`src/rtl/ds_sar_pkg.sv`:
```
// Shared constants and types for the delta-sigma referenced converter.
// Assumes consumers also import the sequencer state type from here.
package ds_sar_pkg;
    localparam int MIN_BITS = 4;

    typedef enum logic {
        SQ_IDLE   = 1'b0,
        SQ_SETTLE = 1'b1
    } seq_state_t;
endpackage

```
`src/rtl/ds_modulator.sv`:
```
// First-order delta-sigma modulator: the accumulator wraps at 2^M and
// its carry is registered onto the one-bit output. Assumes the code is
// already left-aligned to M bits, so density = code / 2^M.
module ds_modulator #(
    parameter int M = 16
) (
    input  logic         clk,
    input  logic         rst_n,
    input  logic [M-1:0] code,
    output logic         dac_out
);
    logic [M-1:0] acc;
    logic [M:0]   sum;

    // Next accumulator value with its carry bit.
    always_comb sum = {1'b0, acc} + {1'b0, code};

    // Accumulate and register the carry as the pulse stream.
    always_ff @(posedge clk) begin
        if (!rst_n) begin
            acc     <= '0;
            dac_out <= 1'b0;
        end else begin
            acc     <= sum[M-1:0];
            dac_out <= sum[M];
        end
    end


    idle_quiet_chk: assert property (@(posedge clk) disable iff (!rst_n)
        (code == '0) |=> !dac_out);
endmodule

```
`src/rtl/ds_bit_sync.sv`:
```
// Two-flop synchronizer for the asynchronous comparator bit.
// Assumes the input is a level that stays valid for many cycles.
module ds_bit_sync (
    input  logic clk,
    input  logic rst_n,
    input  logic d_async,
    output logic d_sync
);
    logic meta;

    // Shift the raw bit through two flops.
    always_ff @(posedge clk) begin
        if (!rst_n) begin
            meta   <= 1'b0;
            d_sync <= 1'b0;
        end else begin
            meta   <= d_async;
            d_sync <= meta;
        end
    end
endmodule

```
`src/rtl/ds_sar_seq.sv`:
```
// Binary-search sequencer. On an accepted start it latches the clamped
// resolution, tries mid-scale, and then waits settle+1 cycles per trial
// before it keeps or clears each bit. Assumes M >= 4 and a comparator
// bit that is already synchronised.
module ds_sar_seq
    import ds_sar_pkg::*;
#(
    parameter int M     = 16,
    parameter int SET_W = 16,
    localparam int RES_W = $clog2(M + 1),
    localparam int IDX_W = (M > 1) ? $clog2(M) : 1
) (
    input  logic             clk,
    input  logic             rst_n,
    input  logic             start,
    input  logic [RES_W-1:0] res_req,
    input  logic [SET_W-1:0] settle,
    input  logic             comp_s,
    output logic             busy,
    output logic             done,
    output logic [M-1:0]     code_out,
    output logic [M-1:0]     result
);
    localparam logic [RES_W-1:0] MINB = RES_W'(MIN_BITS);
    localparam logic [RES_W-1:0] MAXB = RES_W'(M);
    localparam logic [M-1:0]     ONE  = M'(1);

    seq_state_t       state;
    logic [RES_W-1:0] nbits;
    logic [RES_W-1:0] nb_req;
    logic [IDX_W-1:0] bitpos;
    logic [SET_W-1:0] cnt;
    logic [M-1:0]     trial;
    logic [M-1:0]     cur_mask;
    logic [M-1:0]     decided;

    // Clamp the requested resolution into the supported range.
    always_comb begin
        if (res_req < MINB)      nb_req = MINB;
        else if (res_req > MAXB) nb_req = MAXB;
        else                     nb_req = res_req;
    end

    // Keep or clear the bit under trial according to the comparator.
    always_comb begin
        cur_mask = ONE << bitpos;
        decided  = comp_s ? trial : (trial & ~cur_mask);
    end

    // Left-align the trial code for the modulator; zero while idle.
    always_comb code_out = trial << (MAXB - nbits);

    // Busy whenever a search is in progress.
    always_comb busy = (state == SQ_SETTLE);

    // Search state machine: settle countdown, then decide one bit.
    always_ff @(posedge clk) begin
        if (!rst_n) begin
            state  <= SQ_IDLE;
            nbits  <= MINB;
            bitpos <= '0;
            cnt    <= '0;
            trial  <= '0;
            done   <= 1'b0;
            result <= '0;
        end else begin
            done <= 1'b0;
            case (state)
                SQ_IDLE: begin
                    if (start) begin
                        nbits  <= nb_req;
                        trial  <= ONE << (nb_req - 1'b1);
                        bitpos <= IDX_W'(nb_req - 1'b1);
                        cnt    <= settle;
                        state  <= SQ_SETTLE;
                    end
                end
                SQ_SETTLE: begin
                    if (cnt != '0) begin
                        cnt <= cnt - 1'b1;
                    end else if (bitpos == '0) begin
                        result <= decided;
                        done   <= 1'b1;
                        trial  <= '0;
                        state  <= SQ_IDLE;
                    end else begin
                        trial  <= decided | (cur_mask >> 1);
                        bitpos <= bitpos - 1'b1;
                        cnt    <= settle;
                    end
                end
                default: state <= SQ_IDLE;
            endcase
        end
    end


    done_pulse_chk: assert property (@(posedge clk) disable iff (!rst_n)
        done |=> !done);

    done_busy_chk: assert property (@(posedge clk) disable iff (!rst_n)
        done |-> (!busy && $past(busy)));

    busy_start_chk: assert property (@(posedge clk) disable iff (!rst_n)
        (busy && start) |=> $stable(nbits));

    res_range_chk: assert property (@(posedge clk) disable iff (!rst_n)
        (start && !busy) |=> (nbits >= MINB && nbits <= MAXB));
endmodule

```
`src/rtl/ds_result_fifo.sv`:
```
// Result queue with a registered read port. A push while full is dropped
// and sets a sticky flag, and an empty read returns zero without valid.
// Assumes DEPTH is a power of two.
module ds_result_fifo #(
    parameter int W     = 16,
    parameter int DEPTH = 16,
    localparam int AW = (DEPTH > 1) ? $clog2(DEPTH) : 1,
    localparam int CW = AW + 1
) (
    input  logic         clk,
    input  logic         rst_n,
    input  logic         push,
    input  logic [W-1:0] push_data,
    input  logic         rd_en,
    input  logic         ovf_clr,
    output logic [W-1:0] rd_data,
    output logic         rd_valid,
    output logic         empty,
    output logic         full,
    output logic         overflow
);
    logic [W-1:0]  mem [DEPTH];
    logic [AW-1:0] wptr;
    logic [AW-1:0] rptr;
    logic [CW-1:0] count;
    logic          do_push;
    logic          do_pop;

    // Occupancy flags and qualified operations.
    always_comb begin
        empty   = (count == '0);
        full    = (count == CW'(DEPTH));
        do_push = push && !full;
        do_pop  = rd_en && !empty;
    end

    // Storage write.
    always_ff @(posedge clk) begin
        if (do_push) mem[wptr] <= push_data;
    end

    // Pointer and occupancy update.
    always_ff @(posedge clk) begin
        if (!rst_n) begin
            wptr  <= '0;
            rptr  <= '0;
            count <= '0;
        end else begin
            if (do_push) wptr <= wptr + 1'b1;
            if (do_pop)  rptr <= rptr + 1'b1;
            if (do_push && !do_pop)      count <= count + 1'b1;
            else if (do_pop && !do_push) count <= count - 1'b1;
        end
    end

    // Registered read port; zero and no strobe on an empty read.
    always_ff @(posedge clk) begin
        if (!rst_n) begin
            rd_data  <= '0;
            rd_valid <= 1'b0;
        end else if (do_pop) begin
            rd_data  <= mem[rptr];
            rd_valid <= 1'b1;
        end else begin
            rd_data  <= '0;
            rd_valid <= 1'b0;
        end
    end

    // Sticky overflow; a drop wins over a clear.
    always_ff @(posedge clk) begin
        if (!rst_n)             overflow <= 1'b0;
        else if (push && full)  overflow <= 1'b1;
        else if (ovf_clr)       overflow <= 1'b0;
    end


    ovf_set_chk: assert property (@(posedge clk) disable iff (!rst_n)
        (push && full) |=> overflow);

    ovf_hold_chk: assert property (@(posedge clk) disable iff (!rst_n)
        (overflow && !ovf_clr) |=> overflow);

    empty_read_chk: assert property (@(posedge clk) disable iff (!rst_n)
        (rd_en && empty) |=> (!rd_valid && rd_data == '0));

    read_valid_chk: assert property (@(posedge clk) disable iff (!rst_n)
        (rd_en && !empty) |=> rd_valid);
endmodule

```
`src/rtl/ds_sar_adc.sv`:
```
// Top level: sequencer, modulator, comparator synchronizer and result
// queue. Assumes an external RC filter on dac_out that feeds the
// comparator's negative input, and settle_cycles held stable while busy.
module ds_sar_adc #(
    parameter int MAX_BITS   = 16,
    parameter int SETTLE_W   = 16,
    parameter int FIFO_DEPTH = 16,
    localparam int RES_W = $clog2(MAX_BITS + 1)
) (
    input  logic                clk,
    input  logic                rst_n,
    input  logic                start,
    input  logic [RES_W-1:0]    res_bits,
    input  logic [SETTLE_W-1:0] settle_cycles,
    input  logic                comp_in,
    output logic                dac_out,
    output logic                busy,
    output logic                done,
    input  logic                rd_en,
    output logic [MAX_BITS-1:0] rd_data,
    output logic                rd_valid,
    output logic                fifo_empty,
    output logic                fifo_full,
    input  logic                ovf_clr,
    output logic                overflow
);
    logic                comp_s;
    logic [MAX_BITS-1:0] dac_code;
    logic [MAX_BITS-1:0] result;

    ds_bit_sync u_sync (
        .clk     (clk),
        .rst_n   (rst_n),
        .d_async (comp_in),
        .d_sync  (comp_s)
    );

    ds_sar_seq #(.M(MAX_BITS), .SET_W(SETTLE_W)) u_seq (
        .clk      (clk),
        .rst_n    (rst_n),
        .start    (start),
        .res_req  (res_bits),
        .settle   (settle_cycles),
        .comp_s   (comp_s),
        .busy     (busy),
        .done     (done),
        .code_out (dac_code),
        .result   (result)
    );

    ds_modulator #(.M(MAX_BITS)) u_mod (
        .clk     (clk),
        .rst_n   (rst_n),
        .code    (dac_code),
        .dac_out (dac_out)
    );

    ds_result_fifo #(.W(MAX_BITS), .DEPTH(FIFO_DEPTH)) u_fifo (
        .clk       (clk),
        .rst_n     (rst_n),
        .push      (done),
        .push_data (result),
        .rd_en     (rd_en),
        .ovf_clr   (ovf_clr),
        .rd_data   (rd_data),
        .rd_valid  (rd_valid),
        .empty     (fifo_empty),
        .full      (fifo_full),
        .overflow  (overflow)
    );
endmodule

```
`config.mk`:
```
export PLATFORM = sky130hd
export DESIGN_NAME = ds_sar_adc
export DESIGN_NICKNAME = d
export VERILOG_FILES = /design/src/rtl/ds_sar_pkg.sv /design/src/rtl/ds_modulator.sv /design/src/rtl/ds_bit_sync.sv /design/src/rtl/ds_sar_seq.sv /design/src/rtl/ds_result_fifo.sv /design/src/rtl/ds_sar_adc.sv
export SDC_FILE = /design/constraint.sdc
export NUM_CORES = 1
export LEC_CHECK = 0
export ABC_CLOCK_PERIOD_IN_PS = 4800
export BUFFER_PORTS_ARGS = -buffer_cell sky130_fd_sc_hd__buf_2
export CAP_MARGIN = 10
export CORE_UTILIZATION = 60
export DETAILED_ROUTE_END_ITERATION = 10
export HOLD_SLACK_MARGIN = 0.08
export PLACE_DENSITY = 0.84
export SYNTH_ARGS = -nofsm -noshare
export SYNTH_HDL_FRONTEND = slang
export SYNTH_HIERARCHICAL = 1
export SYNTH_SLANG_ARGS = --single-unit
```
`constraint.sdc`:
```
create_clock -name clk -period 4.8 [get_ports clk]
set_input_delay 0.48 -clock clk [delete_from_list [all_inputs] [get_ports clk]]
set_output_delay 0.48 -clock clk [all_outputs]
set_load 0.02 [all_outputs]
```
## Word-level counts from Yosys, hierarchy flattened

Memory sizes are Yosys's and may differ from the RTL's. A register that Yosys moved wholly into a read port is not among the register bits.
Index checks and enable logic that the tools add are counted.

- Register bits after elaboration: 93
- Bits in writable memories: 256
- Input port bits: 27
- Output and inout bits: 23
- Memories kept: 1

Memories:

| name | words | width | read ports | clocked after Yosys merged registers in | wr ports | RTL line | source |
|---|---|---|---|---|---|---|---|
| u_fifo.mem | 16 | 16 | 1 | 1 | 1 | ds_result_fifo.sv:22 | `logic [W-1:0] mem [DEPTH];` |

- Add/sub/neg operators: 9
- $lt $le $gt $ge: 2
- Eq/ne operators: 5
- Shifts and indexed selects: 3
- Multiplexer cells: 27
- Bitwise logic cells: 6
- Reduce and logical (&&, ||, !) cells: 22

Operators with widths:

| kind | count |
|---|---|
| $mux W16 | 7 |
| $pmux W16 S2 | 2 |
| $mux W5 | 4 |
| $add A16 B16 Y17 | 1 |
| $and A16 B16 Y16 | 1 |
| $not A16 Y16 | 1 |
| $or A16 B15 Y16 | 1 |
| $reduce_bool A16 Y1 | 1 |
| $shl A1 B4 Y16 const A | 1 |
| $shl A1 B5 Y16 const A | 1 |
| $shl A16 B5 Y16 | 1 |
| $sub A16 B1 Y16 const B | 1 |
| $mux W4 | 3 |
| $sub A5 B1 Y5 const B | 2 |
| $mux W1 | 9 |
| $add A4 B1 Y4 const B | 2 |
| $pmux W4 S2 | 1 |
| $reduce_and A2 Y1 | 4 |
| $ne A2 B2 Y1 const B | 3 |
| $reduce_and A3 Y1 | 2 |
| $add A5 B1 Y5 const B | 1 |
| $eq A5 B5 Y1 const B | 1 |
| $gt A5 B5 Y1 const B | 1 |
| $logic_and A1 B1 Y1 | 5 |
| other kinds (11) | 18 |

## Depth between registers and ports, before layout

Gate-level depths: netlist of the first run.

- Word-level depth: 8
- Mapped depth: 17

## Hierarchy

The synthesis of the first run kept the hierarchy.

By module, submodules not included:

| module | instances | cells an instance | area each (µm²) |
|---|---|---|---|
| ds_result_fifo | 1 | 516 | 10,989.3 |
| ds_sar_seq | 1 | 533 | 3,992.6 |
| ds_modulator | 1 | 124 | 1,136.1 |
| ds_bit_sync | 1 | 4 | 52.6 |

## Worst setup path before layout of the first run

Ideal clock, no wire load.

- Path type: register to register
- Start: register u_seq.nbits[0]
- End: register u_mod.acc[14]
- Arrival: 4.015 ns
- Required time: 4.728 ns
- Setup slack: 0.714 ns
- Stages on the path, launching flop included: 17
- Buffers on the path: 4
- Cell sequence: dfxtp_1 clkbuf_1 clkinv_1 clkbuf_1 ha_1 clkbuf_1 buf_2 mux2i_1 a21oi_1 a21oi_1 nor2_1 ha_1 and3_1 a221oi_4 and4b_1 a211oi_2 mux2i_1

- Longest elaborated chain between the ends: 3

RTL lines:

| what | RTL line | source |
|---|---|---|
| from (decl) | ds_sar_seq.sv:29 | `logic [RES_W-1:0] nbits;` |
| from (signal assigned) | ds_sar_seq.sv:71 | `nbits <= nb_req;` |
| $sub A5 B5 Y5 | ds_sar_seq.sv:51 | `always_comb code_out = trial << (MAXB - nbits);` |
| $shl A16 B5 Y16 | ds_sar_seq.sv:51 |  |
| net dac_code[5] | ds_sar_adc.sv:28 | `logic [MAX_BITS-1:0] dac_code;` |
| $add A16 B16 Y17 | ds_modulator.sv:16 | `always_comb sum = {1'b0, acc} + {1'b0, code};` |
| to (signal assigned) | ds_modulator.sv:24 | `acc <= sum[M-1:0];` |
| to (decl) | ds_modulator.sv:12 | `logic [M-1:0] acc;` |

The timed path passes the listed nets, and every way through them passes these cells.
A chain may end at the register's enable or synchronous reset.

## Worst setup path after layout of the first run

Same ends and word-level chain as after synthesis.

==> results of run 1 <==
[critical path, stage by stage (launching register included)]
cell and delay (ns):
sky130_fd_sc_hd__dfxtp_1 0.70, sky130_fd_sc_hd__clkinv_1 0.19, sky130_fd_sc_hd__ha_1 0.54, sky130_fd_sc_hd__buf_4 0.28, sky130_fd_sc_hd__mux2i_1 0.25, sky130_fd_sc_hd__a21oi_1 0.11
sky130_fd_sc_hd__a21oi_1 0.19, sky130_fd_sc_hd__nor2_1 0.06, sky130_fd_sc_hd__ha_1 0.38, sky130_fd_sc_hd__and3_1 0.24, sky130_fd_sc_hd__a221oi_4 0.36, sky130_fd_sc_hd__and4b_1 0.25
sky130_fd_sc_hd__a211oi_2 0.21, sky130_fd_sc_hd__mux2i_1 0.21
[per-layer routing]
layer,track usage,vias to the layer above,wire length [um]
li1,-,4653,-
met1,0.378,5103,15000
met2,0.448,444,17800
met3,0.0365,66,2630
met4,0.0744,0,789
met5,0,-,0
[state kept, by name, summed over array words and instances, names as in the netlist, 5 cells and up]
name / flops
u_fifo/mem: 256
u_seq/result: 16
u_seq/cnt: 16
u_fifo/count: 5
u_seq/trial: 16
u_seq/nbits: 5
u_mod/acc: 16
u_fifo/rd_data: 16
[kinds of logic after synthesis]
group,synth area share
xor gates and xnor gates,0.00975
muxes,0.134
adders and majority gates,0.0319
buffers and inverters,0.0234
and+or+nand+nor,0.0860
DFF,0.610
AOI/OAI and AO/OA,0.105
[through the flow]
| step | hold slack, ns | instances | utilization | area [um^2] |
|---|---|---|---|---|
| floorplan | 0.406 | 1177 | - | 16200 |
| global placement | 0.411 | 1521 | 0.638 | 16800 |
| detailed placement | 0.428 | 1521 | 0.638 | 16800 |
| CTS | 0.162 | 1588 | 0.684 | 18000 |
| global route | 0.164 | 1589 | 0.685 | 18000 |
| finish | 0.179 | 1589 | 0.685 | 18000 |
[path summary, 6_finish.rpt]
| check | to |
|---|---|
| hold / removal | u_sync/meta |
| hold reg to reg | u_sync/d_sync |
| setup reg to reg | u_mod/acc[14] |
| setup / recovery | u_mod/acc[14] |
[layout make-up]
cell class,instances,share of cell area
Clock buffer,50,0.0559
Multi-Input combinational cell,725,0.332
Inverter,26,0.00542
Clock inverter,17,0.0113
Timing Repair Buffer,71,0.0232
Sequential cell,365,0.549
Tap cell,335,0.0233
[layout by cell type, fill, tap and decap left out, types with 21 or more instances in the layout]
cell type / count
sky130_fd_sc_hd__edfxtp_1: 256
sky130_fd_sc_hd__inv_1: 22
sky130_fd_sc_hd__dfxtp_1: 106
sky130_fd_sc_hd__mux4_2: 65
sky130_fd_sc_hd__ha_1: 38
sky130_fd_sc_hd__buf_4: 21
sky130_fd_sc_hd__mux2_2: 24
sky130_fd_sc_hd__buf_2: 49
sky130_fd_sc_hd__clkbuf_16: 38
sky130_fd_sc_hd__o21ai_0: 32
sky130_fd_sc_hd__nand2_1: 90
sky130_fd_sc_hd__a21oi_1: 86
sky130_fd_sc_hd__nor2_1: 72
sky130_fd_sc_hd__mux2i_1: 43
[power by group through the flow]
stage / logic (mW) / clock network, mW / registers (mW)
floorplan: 0.946 / 0 / 3.59
global placement: 1.14 / 0 / 3.64
detailed placement: 1.16 / 0 / 3.65
CTS: 1.17 / 2.92 / 3.58
global route: 1.28 / 3.05 / 3.60
finish: 1.18 / 2.88 / 3.58
==> results, run 1 <==
- The number of inserted diodes is 0.
- The total overflow left after global routing is 0.
- The share of total power dissipated in combinational logic is 0.154.
- After synthesis the cells add up to 0.0162 mm^2.
- The final routed wirelength across all metal layers is 36200 um.
- The endpoint type of the worst setup path is a flop.
- The net switching power of the design is between 1.5 and 2 mW.
- The layout cell share with drive strength beyond 1 is 0.203.
- Counting along the longest clock path gives a buffer depth of 3.
- In the post-synthesis netlist, the biggest area contributors are sky130_fd_sc_hd__edfxtp_1 (48%), sky130_fd_sc_hd__dfxtp_1 (13%), sky130_fd_sc_hd__mux4_2 (9.1%).
- The floorplan die height is 166 um.
- Across all setup checks in the final design, the least slack found is roughly 0.75 ns.
- The count of maximum capacitance violations is 0.
- The number of routed nets with antenna violations is 0.
- The total area inside the core boundary comes to between 0.02 and 0.03 mm^2.
- The fmax is 247 MHz.
- The final estimated routing congestion in global placement is 0.900.
- The flow ran to the end, but the final reports show violations.
- Clock tree synthesis inserted a total of 37 buffers.
- TritonCTS built the clock tree.
- The data arrival time at the worst-slack endpoint is 4.48 ns.
- The total of warnings raised by yosys is 6.
- In this run the most critical hold path is launched from comp_in.
- The total nets after synthesis is 1244.
- The power per standard cell area is 425 mW/mm^2.
- At the worst endpoint, the required time is 5.24 ns.
- The average cell area after synthesis is 13.7 um^2.
- The number of I/O port buffers is 49.
- The routed design could run at a clock period as short as slightly above 4 ns.
- The analysis attributes to cell leakage a power of 6.23 nW.
- The latest clock arrival within the worst-skew pair is 0.53 ns.
- The critical path is of the flop to flop type.
- The number of antenna violations at the first check in global routing is 0.
- The beginning of the worst register-to-register path is u_seq/nbits[0].
- Fill cells in the final layout number between 1500 and 2000.
- The total I/O pin count is 50.
- The starting density of the core is 0.615.
- The setup check on the worst reg-to-reg path leaves a slack of 0.75 ns.
- The die covers 0.0276 mm^2.
- The number of slew-limit violations in the final report is 0.
- After synthesis the netlist holds a flip-flop and latch count of 365.
- The critical path launch point is u_seq/nbits[0].
- The mean number of vias per cell is 6.46.
- The multi-input combinational cells in the finished layout cover a total of around 0.006 mm^2.
- In the global route stage, overall resource usage came out at 0.270.
- The worst relative slew slack is 0.185.
- The synthesized netlist contains 83 unique library cells.
- The detailed router finished its first iteration with 998 violations.
- The TritonCTS sink count is 365.
- The first TritonRoute pass finished after 8 iterations.
- The buffers inserted during post-CTS setup optimization is 0.
- For the pin with the worst max-slew slack, the measured transition is about 1.2 ns.
- The number of hold buffers added after CTS is 0.
- The path type of the worst min-delay path is input port to flop.
- The maximum fanout encountered on the critical timing path is 18.
- After synthesis, the share of flip-flops with an asynchronous set or reset is 0.
- The sequential-to-total area share from yosys stat is 0.610.
- The hold violation total from the final report is 0.
- The total number of nets in the final design is 1293.
- The final worst clock skew is 0.0243 ns.
- The number of vias in the routed layout is 10300.
- In the routed design, unresolved DRC markers number 6.
- The via count of the first global-routing pass is between 10000 and 15000.
- The part of the total power dissipated in sequential elements is 0.468.
- The worst slack after detailed placement is slightly below 0.8 ns.
- Across the VDD grid, the largest voltage drop is 0.000320 V.
- After clock tree synthesis, the clock-pin slew on the worst setup and hold paths is 0.05 ns.
- In the final layout, flip-flops and latches occupy slightly below 0.01 mm^2.
- Setup violations remaining at the end of the flow were counted as 0.
- The first global-routing pass estimated 57100 um of wire.
- In the synthesized netlist, the number of instances is between 1000 and 1500.
- The maximum level of the CTS H-tree is 2.
- Counting instances, the worst hold path has a depth of 2.
- The post-route fraction of the period consumed by the critical path is 0.843.
- Measured in cells, the most critical reg-to-reg path has a length of 13.
- The share of the synthesized area in the top cell type is 0.475.
- The initialized floorplan defines 59 standard-cell rows.
- The checks that failed: design-rule violations.
- Detailed placement finished with a half-perimeter wire length of around 22000 um.
- The maximum number of pins on one net before global-route repair is 44.
- Post-CTS repair changed the size of 0 cells.
- Among all cell types in the netlist, the one instantiated most often is sky130_fd_sc_hd__edfxtp_1.
- The synthesis-to-finish area growth is 11.3%.
- Summed over all failing endpoints, the final setup total negative slack is 0 ns.
- The width of the chip is 166 um.
- The category of the worst setup path launch point is a flop.
- Setup repair after global routing left no endpoint under its margin.
- CTS placed an instance of sky130_fd_sc_hd__clkbuf_16 at the clock tree root.
- Of the total power, the clock network draws 0.377.
- The top flip-flop cell by instance count after synthesis is sky130_fd_sc_hd__edfxtp_1.
- The most area-hungry cell type in the Yosys netlist is sky130_fd_sc_hd__edfxtp_1.
- The average detailed-routed wire length per instance is 22.8 um.
- The internal portion of the total power is roughly 5.7 mW.
- Of the total power, the share spent switching nets is 0.259.
- In this run, synthesis inferred 256 flip-flops with an integrated enable.
- After layout, the design draws a total of around 7.6 mW.
- Ranked by instance count, the synthesized netlist is headed by sky130_fd_sc_hd__edfxtp_1 (256), sky130_fd_sc_hd__dfxtp_1 (109), sky130_fd_sc_hd__nand2_1 (90).
Power figures use the tool's default switching activity.
==> run 2: changes to the inputs <==
--- a/config.mk
+++ b/config.mk
@@ -5,13 +5,13 @@
 export SDC_FILE = /design/constraint.sdc
 export NUM_CORES = 1
 export LEC_CHECK = 0
-export ABC_CLOCK_PERIOD_IN_PS = 4800
+export ABC_CLOCK_PERIOD_IN_PS = 3460
 export BUFFER_PORTS_ARGS = -buffer_cell sky130_fd_sc_hd__buf_2
 export CAP_MARGIN = 10
-export CORE_UTILIZATION = 60
+export CORE_UTILIZATION = 56
 export DETAILED_ROUTE_END_ITERATION = 10
 export HOLD_SLACK_MARGIN = 0.08
-export PLACE_DENSITY = 0.84
+export PLACE_DENSITY = 0.83
 export SYNTH_ARGS = -nofsm -noshare
 export SYNTH_HDL_FRONTEND = slang
 export SYNTH_HIERARCHICAL = 1
==> constraint.sdc (replaced) <==
create_clock -name clk -period 3.46 [get_ports clk]
set_input_delay 0.346 -clock clk [delete_from_list [all_inputs] [get_ports clk]]
set_output_delay 0.346 -clock clk [all_outputs]
set_load 0.02 [all_outputs]
==> results, run 2 (synthesis gave the netlist of run 1 again) <==
- The floorplan die height is 172 um (was 166 um).
- The cell that appears most often on the critical path is sky130_fd_sc_hd__mux2i_1.
- The total congestion overflow after global routing is 0 (unchanged).
- The maximum level of the CTS H-tree came to 2 (unchanged).
- The slew at the pin with the worst max-slew slack came to 1.08 ns (was 1.22 ns).
- The leading cell type in the layout, fill and taps excluded is sky130_fd_sc_hd__edfxtp_1 (unchanged).
- The DRC violation count after routing is 0 (was 6).
- The number of fill cells is 1994 (was 1795).
- The data required time at the worst endpoint came to 3.92 ns (was 5.24 ns).
- The average detailed-routed wire length per instance is 22.4 um (was 22.8 um).
- The synthesis-to-finish area growth is 13.6% (was 11.3%).
- The number of CTS-inserted buffers is 38 (was 37).
- The total leakage power is 6.40 nW (was 6.23 nW).
- The critical path launch point is u_seq/nbits[0] (unchanged).
- The final routed wirelength across all metal layers came to 37200 um (was 36200 um).
- The count of maximum capacitance violations is 0 (unchanged).
- The number of inserted diodes was 0 (unchanged).
- The fmax was 305 MHz (was 247 MHz).
- The peak supply drop came to 0.000407 V (was 0.000320 V).
- The reg2reg setup slack is 0.19 ns (was 0.75 ns).
- The minimum hold slack is 0.107 ns (was 0.179 ns).
- The path type of the worst min-delay path is input port to flop (unchanged).
- The final estimated routing congestion in global placement is 0.899 (was 0.900).
- The number of antenna violations at the first check in global routing is 0 (unchanged).
- The family with the most delay on the worst path is compound AO/OA/AOI/OAI gates (was adder cells).
- The CTS clock-pin slew for the worst setup and hold paths is 0.06 ns (was 0.05 ns).
- The global-route total usage across every layer is 0.264 (was 0.270).
- The worst slack after detailed placement came to -0.00368 ns (was 0.788 ns).
- The number of slew-limit violations in the final report is 0 (unchanged).
- The length of the first detailed-routing pass in iterations is 8 (unchanged).
- The latest clock arrival within the worst-skew pair is 0.54 ns (was 0.53 ns).
- The setup slack of the critical path after layout is 0.185 ns (was 0.755 ns).
- The area of combinational cells with multiple inputs is 0.00599 mm^2 (was 0.00597 mm^2).
- The maximum count of clock buffers along a single path is 3 (unchanged).
- The total number of nets in the final design is 1317 (was 1293).
- The critical-path cell with the highest stage delay is sky130_fd_sc_hd__or3_1 (was sky130_fd_sc_hd__dfxtp_1).
- The width of the chip is 172 um (was 166 um).
- The root buffer cell is sky130_fd_sc_hd__clkbuf_16 (unchanged).
- The post-route fraction of the period consumed by the critical path is 0.947 (was 0.843).
- The time the final worst path needs with I/O delays and setup came to 3.27 ns (was 4.05 ns).
- The maximum fanout encountered on the critical timing path came to 4 (was 18).
- The register name with the most flops was u_fifo/mem (unchanged).
- The via count of the first global-routing pass was 10400 (was 10000).
- The area taken by flip-flops and latches is 0.00988 mm^2 (unchanged).
- The count of buffering cells on the critical path with inverters included is 0 (was 2).
- The detailed-placement wirelength estimate is 22600 um (was 22100 um).
- The delay of the slowest cell on the worst path is 0.43 ns (was 0.70 ns).
- The number of vias in the routed layout is 10500 (was 10300).
- The data arrival time at the worst-slack endpoint is 3.73 ns (was 4.48 ns).
- The core region area is 0.0281 mm^2 (was 0.0263 mm^2).
- The number of I/O port buffers is 49 (unchanged).
- The wire length of the first global-routing pass came to 58500 um (was 57100 um).
- The mean number of vias per cell came to 6.32 (was 6.46).
- The number of flip-flops in the largest register came to 256 (unchanged).
- The final worst clock skew is 0.0178 ns (was 0.0243 ns).
- Crit path cell chain: or3_1 -> mux2i_1 -> o32a_1 -> or2_2 -> nor2_1 -> ha_1 -> fa_2 -> a21o_1 -> a221oi_4 -> and4b_1 -> a211oi_2 -> mux2i_1 (was clkinv_1 -> ha_1 -> buf_4 -> mux2i_1 -> a21oi_1 -> a21oi_1 -> nor2_1 -> ha_1 -> and3_1 -> a221oi_4 -> and4b_1 -> a211oi_2 -> mux2i_1).
- Status: finished, final reports clean (was finished, violations left).
- Setup repair after global routing missed its margin: false (unchanged).
- The number of DRC markers after the initial detailed-route iteration is 1089 (was 998).
- The critical path class was flop to flop (unchanged).
- The setup-violating endpoint count in the final report is 0 (unchanged).
- The total die area is 0.0296 mm^2 (was 0.0276 mm^2).
- The worst relative slew slack is 0.280 (was 0.185).
- The hold violation total from the final report came to 0 (unchanged).
- The power per standard cell area was 595 mW/mm^2 (was 425 mW/mm^2).
- The CTS tree is done (unchanged).
- The starting density of the core is 0.576 (was 0.615).
- Most used cells in the layout excluding fill and tap cells: sky130_fd_sc_hd__edfxtp_1 (256), sky130_fd_sc_hd__dfxtp_1 (106), sky130_fd_sc_hd__nand2_1 (90) (unchanged).
- The beginning of the worst register-to-register path is u_seq/nbits[0] (unchanged).
- The total I/O pin count is 50 (unchanged).
- The number of routed nets with antenna violations is 0 (unchanged).
- The category of the worst setup path launch point is a flop (unchanged).
- The endpoint type of the worst setup path is a flop (unchanged).
- The share of the core filled with cells in the final layout came to 0.654 (was 0.685).
- The layout cell share with drive strength beyond 1 was 0.216 (was 0.203).
- The number of placement rows is 61 (was 59).
- The TritonCTS sink count is 365 (unchanged).
- The startpoint of the most critical hold path is settle_cycles[12] (was comp_in).
- The maximum number of pins on one net before global-route repair is 59 (was 44).
## run 2: changes by cell type in the layout (fill, tap and decap cells not counted), sizes merged
cell	previous run	this run
dlygate4sd3	0	2
clkinv	11	15
bufinv	4	6
clkbuf	50	51
inv	27	23
buf	71	92
## run 2: layout make-up
class,instances,area share
tap,378,0.0258
clock buffer,51,0.0567
sequential,365,0.538
multi-input combinational,725,0.326
inverter,26,0.00538
clock inverter,19,0.0147
timing repair buffer,94,0.0336
## run 2: final timing paths
check | to | cells after the start
max | u_mod/acc[14] | 12
min | u_seq/cnt[12] | 3
max reg2reg | u_mod/acc[14] | 12
min reg2reg | u_sync/d_sync | 1
## run 2: layer usage
metal,track usage,share of wire,vias to the layer above
li1,-,-,4713
met1,0.356,0.41,5234
met2,0.439,0.49,457
met3,0.0371,0.068,82
met4,0.0923,0.029,0
met5,0,0,-
## run 2: metrics by stage
step           total power, mW  setup TNS, ns  instance area, um^2  std cells
3_5_place_dp              6.72       -0.00368                17000       1584
2_1_floorplan             6.30              0                16200       1177
3_3_place_gp              6.67              0                17000       1584
5_1_grt                   11.3              0                18400       1658
6_report                  10.9              0                18400       1658
4_1_cts                   11.0              0                18300       1656
## run 2: power breakdown
group	internal [mW]	switching, mW
Combinational	0.779	0.900
Clock	2.58	1.68
Sequential	4.75	0.234
## run 2: worst reg2reg max path, cell delays in order, from the launching register on
cell,delay (ns)
sky130_fd_sc_hd__dfxtp_1,0.34
sky130_fd_sc_hd__or3_1,0.43
sky130_fd_sc_hd__mux2i_1,0.19
sky130_fd_sc_hd__o32a_1,0.20
sky130_fd_sc_hd__or2_2,0.15
sky130_fd_sc_hd__nor2_1,0.05
sky130_fd_sc_hd__ha_1,0.23
sky130_fd_sc_hd__fa_2,0.37
sky130_fd_sc_hd__a21o_1,0.23
sky130_fd_sc_hd__a221oi_4,0.34
sky130_fd_sc_hd__and4b_1,0.25
sky130_fd_sc_hd__a211oi_2,0.22
sky130_fd_sc_hd__mux2i_1,0.21
## run 2: what timing repair did
action | 4_1_cts | 5_1_grt
hold endpoints to repair | 2 | 0
hold buffers | 2 | 0
resized for setup | 1 | 7
pin swaps | 0 | 3
setup buffers | 0 | 2
setup endpoints to repair | 1 | 6
==> run 3: changes to the inputs <==
--- a/config.mk
+++ b/config.mk
@@ -12,6 +12,7 @@
 export DETAILED_ROUTE_END_ITERATION = 10
 export HOLD_SLACK_MARGIN = 0.08
 export PLACE_DENSITY = 0.83
+export REMOVE_ABC_BUFFERS = 1
 export SYNTH_ARGS = -nofsm -noshare
 export SYNTH_HDL_FRONTEND = slang
 export SYNTH_HIERARCHICAL = 1
==> results, run 3 (synthesis gave the netlist of run 1 again) <==
- Status: finished, final reports clean (unchanged).
- The mean number of vias per cell is 6.21 (was 6.32).
- The worst reg2reg path endpoint is u_mod/acc[14] (unchanged).
- The total leakage power is 6.42 nW (was 6.40 nW).
- The power per standard cell area is 591 mW/mm^2 (was 595 mW/mm^2).
- The critical path class is flop to flop (unchanged).
- The register name with the most flops is u_fifo/mem (unchanged).
- The peak supply drop is 0.000410 V (was 0.000407 V).
- Setup repair after global routing missed its margin: true (was false).
- The number of CTS-inserted buffers is 38 (unchanged).
- The total I/O pin count came to 50 (unchanged).
- The slew at the pin with the worst max-slew slack is 1.18 ns (was 1.08 ns).
- The via count of the first global-routing pass is 10300 (was 10400).
- The data required time at the worst endpoint is 3.92 ns (about the same).
- The number of DRC markers after the initial detailed-route iteration is 919 (was 1089).
- The maximum level of the CTS H-tree is 2 (unchanged).
- The floorplan die height is 172 um (unchanged).
- The worst setup path endpoint is u_mod/acc[14] (unchanged).
- The library cell appearing most often on the critical path is sky130_fd_sc_hd__mux2i_1 (unchanged).
- Most used cells in the layout excluding fill and tap cells: sky130_fd_sc_hd__edfxtp_1 (256), sky130_fd_sc_hd__dfxtp_1 (106), sky130_fd_sc_hd__nand2_1 (90) (unchanged).
- The width of the chip was 172 um (unchanged).
- The category of the worst setup path launch point is a flop (unchanged).
- The number of routed nets with antenna violations is 0 (unchanged).
- The maximum count of clock buffers along a single path is 3 (unchanged).
- The final estimated routing congestion in global placement is 0.899 (about the same).
- The number of inserted diodes is 0 (unchanged).
- The post-route fraction of the period consumed by the critical path was 0.962 (was 0.947).
- The final worst clock skew is 0.0196 ns (was 0.0178 ns).
- The non-filler instance count after layout was 1662 (was 1658).
- Crit path cell chain: or3_1 -> mux2i_1 -> o32a_1 -> or2_2 -> nor2_1 -> ha_1 -> fa_1 -> a21o_1 -> a221oi_4 -> and4b_1 -> a211oi_2 -> mux2i_1 (was or3_1 -> mux2i_1 -> o32a_1 -> or2_2 -> nor2_1 -> ha_1 -> fa_2 -> a21o_1 -> a221oi_4 -> and4b_1 -> a211oi_2 -> mux2i_1).
- The latest clock arrival within the worst-skew pair came to 0.54 ns (about the same).
- The leading cell type in the layout, fill and taps excluded is sky130_fd_sc_hd__edfxtp_1 (unchanged).
- The TritonCTS sink count was 365 (unchanged).
- The layout cell share with drive strength beyond 1 is 0.224 (was 0.216).
- The cell area after layout is 0.0184 mm^2 (about the same).
- The root buffer cell is sky130_fd_sc_hd__clkbuf_16 (unchanged).
- The worst relative slew slack is 0.213 (was 0.280).
- The length of the first detailed-routing pass in iterations is 5 (was 8).
- The synthesis-to-finish area growth is 13.8% (was 13.6%).
- The CTS tree is done (unchanged).
- The critical-path cell with the highest stage delay is sky130_fd_sc_hd__fa_1 (was sky130_fd_sc_hd__or3_1).
- The detailed-placement wirelength estimate came to 22500 um (was 22600 um).
- The number of I/O port buffers is 49 (unchanged).
- The beginning of the worst register-to-register path is u_seq/nbits[2] (was u_seq/nbits[0]).
- The cell total after placement came to 1586 (was 1584).
- The CTS clock-pin slew for the worst setup and hold paths is 0.06 ns (about the same).
- The delay of the slowest cell on the worst path is 0.41 ns (was 0.43 ns).
- The total number of nets in the final design is 1321 (was 1317).
- The worst reg2reg path depth was 12 (unchanged).
- The wire length of the first global-routing pass is 57200 um (was 58500 um).
- The number of antenna violations at the first check in global routing is 0 (unchanged).
- The total congestion overflow after global routing is 0 (unchanged).
- The hold violation total from the final report is 0 (unchanged).
- The time the final worst path needs with I/O delays and setup came to 3.33 ns (was 3.27 ns).
- The family with the most delay on the worst path is compound AO/OA/AOI/OAI gates (unchanged).
- The DRC violation count after routing is 0 (unchanged).
- The number of slew-limit violations in the final report is 0 (unchanged).
- The count of buffering cells on the critical path with inverters included is 0 (unchanged).
- The number of vias in the routed layout was 10300 (was 10500).
- The average detailed-routed wire length per instance is 22.1 um (was 22.4 um).
- The global-route total usage across every layer came to 0.257 (was 0.264).
- The fmax is 300 MHz (was 305 MHz).
- The core region area is 0.0281 mm^2 (unchanged).
- The count of maximum capacitance violations is 0 (unchanged).
- The number of stages on the worst setup path came to 12 (unchanged).
- The number of flip-flops in the largest register is 256 (unchanged).
- The reg2reg setup slack is 0.13 ns (was 0.19 ns).
- The final routed wirelength across all metal layers is 36700 um (was 37200 um).
- The critical path launch point is u_seq/nbits[2] (was u_seq/nbits[0]).
- The data arrival time at the worst-slack endpoint is 3.79 ns (was 3.73 ns).
- The setup-violating endpoint count in the final report came to 0 (unchanged).
- The path type of the worst min-delay path is input port to flop (unchanged).
- The maximum number of pins on one net before global-route repair came to 41 (was 59).
- The instance area at placement is 0.0170 mm^2 (about the same).
- The number of placement rows is 61 (unchanged).
- The starting density of the core is 0.576 (unchanged).
- The total die area is 0.0296 mm^2 (unchanged).
- The maximum fanout encountered on the critical timing path is 6 (was 4).
- The power after layout is 10.9 mW (about the same).
- The endpoint type of the worst setup path was a flop (unchanged).
## run 3: repair_timing
action / CTS / global route
setup endpoints to repair: 4 / 8
gates resized for setup: 1 / 7
pin swaps: 0 / 4
hold buffers: 2 / 0
buffers inserted: 0 / 4
endpoints found under the hold margin: 2 / 0
## run 3: stage by stage
stage	setup WS [ns]	hold slack, ns	utilization	setup TNS (ns)
after floorplan	-0.724	0.406	-	-13.97
after global placement	0.0790	0.410	0.606	0
after detailed placement	-0.0364	0.435	0.606	-0.0610
after CTS	0.0258	0.0893	0.653	0
after global routing	-0.0403	0.109	0.655	-0.102
final	0.130	0.104	0.655	0
## run 3: per-layer routing
metal  vias to the layer above  track usage  wire length (um)
li1                       4722            -                 -
met1                      5129        0.334             14800
met2                       405        0.456             18900
met3                        65       0.0327              2240
met4                         0       0.0681               784
met5                         -            0                 0
## run 3: layout make-up
class / count / area (um^2)
multi-input combinational: 725 / 6000
sequential: 365 / 9880
clock inverter: 22 / 302
inverter: 26 / 97.6
clock buffer: 48 / 1010
fill: 2050 / 9690
timing repair buffer: 98 / 643
tap: 378 / 473
## run 3: how the worst min path moves through the flow
| stage | depth (start not counted) | start | slack, ns | to |
|---|---|---|---|---|
| 2_1_floorplan | 1 | u_sync/meta | 0.41 | u_sync/d_sync |
| 4_1_cts | 3 | res_bits[1] | 0.09 | u_seq/nbits[1] |
| 5_1_grt | 3 | res_bits[1] | 0.11 | u_seq/nbits[1] |
| 3_3_place_gp | 1 | u_sync/meta | 0.41 | u_sync/d_sync |
| 3_5_place_dp | 1 | u_sync/meta | 0.43 | u_sync/d_sync |
| 6_report | 3 | res_bits[1] | 0.10 | u_seq/nbits[1] |
## run 3: report_power, final
part / internal [mW] / total (mW) / switching [mW]
Sequential: 4.75 / 4.99 / 0.233
Combinational: 0.780 / 1.65 / 0.872
Clock: 2.55 / 4.23 / 1.68
## run 3: worst min-delay path: cells and delay by family
family	cells	cell delay, ns
compound gates	1	0.05
buf+inv	1	0.11
simple gates	1	0.07
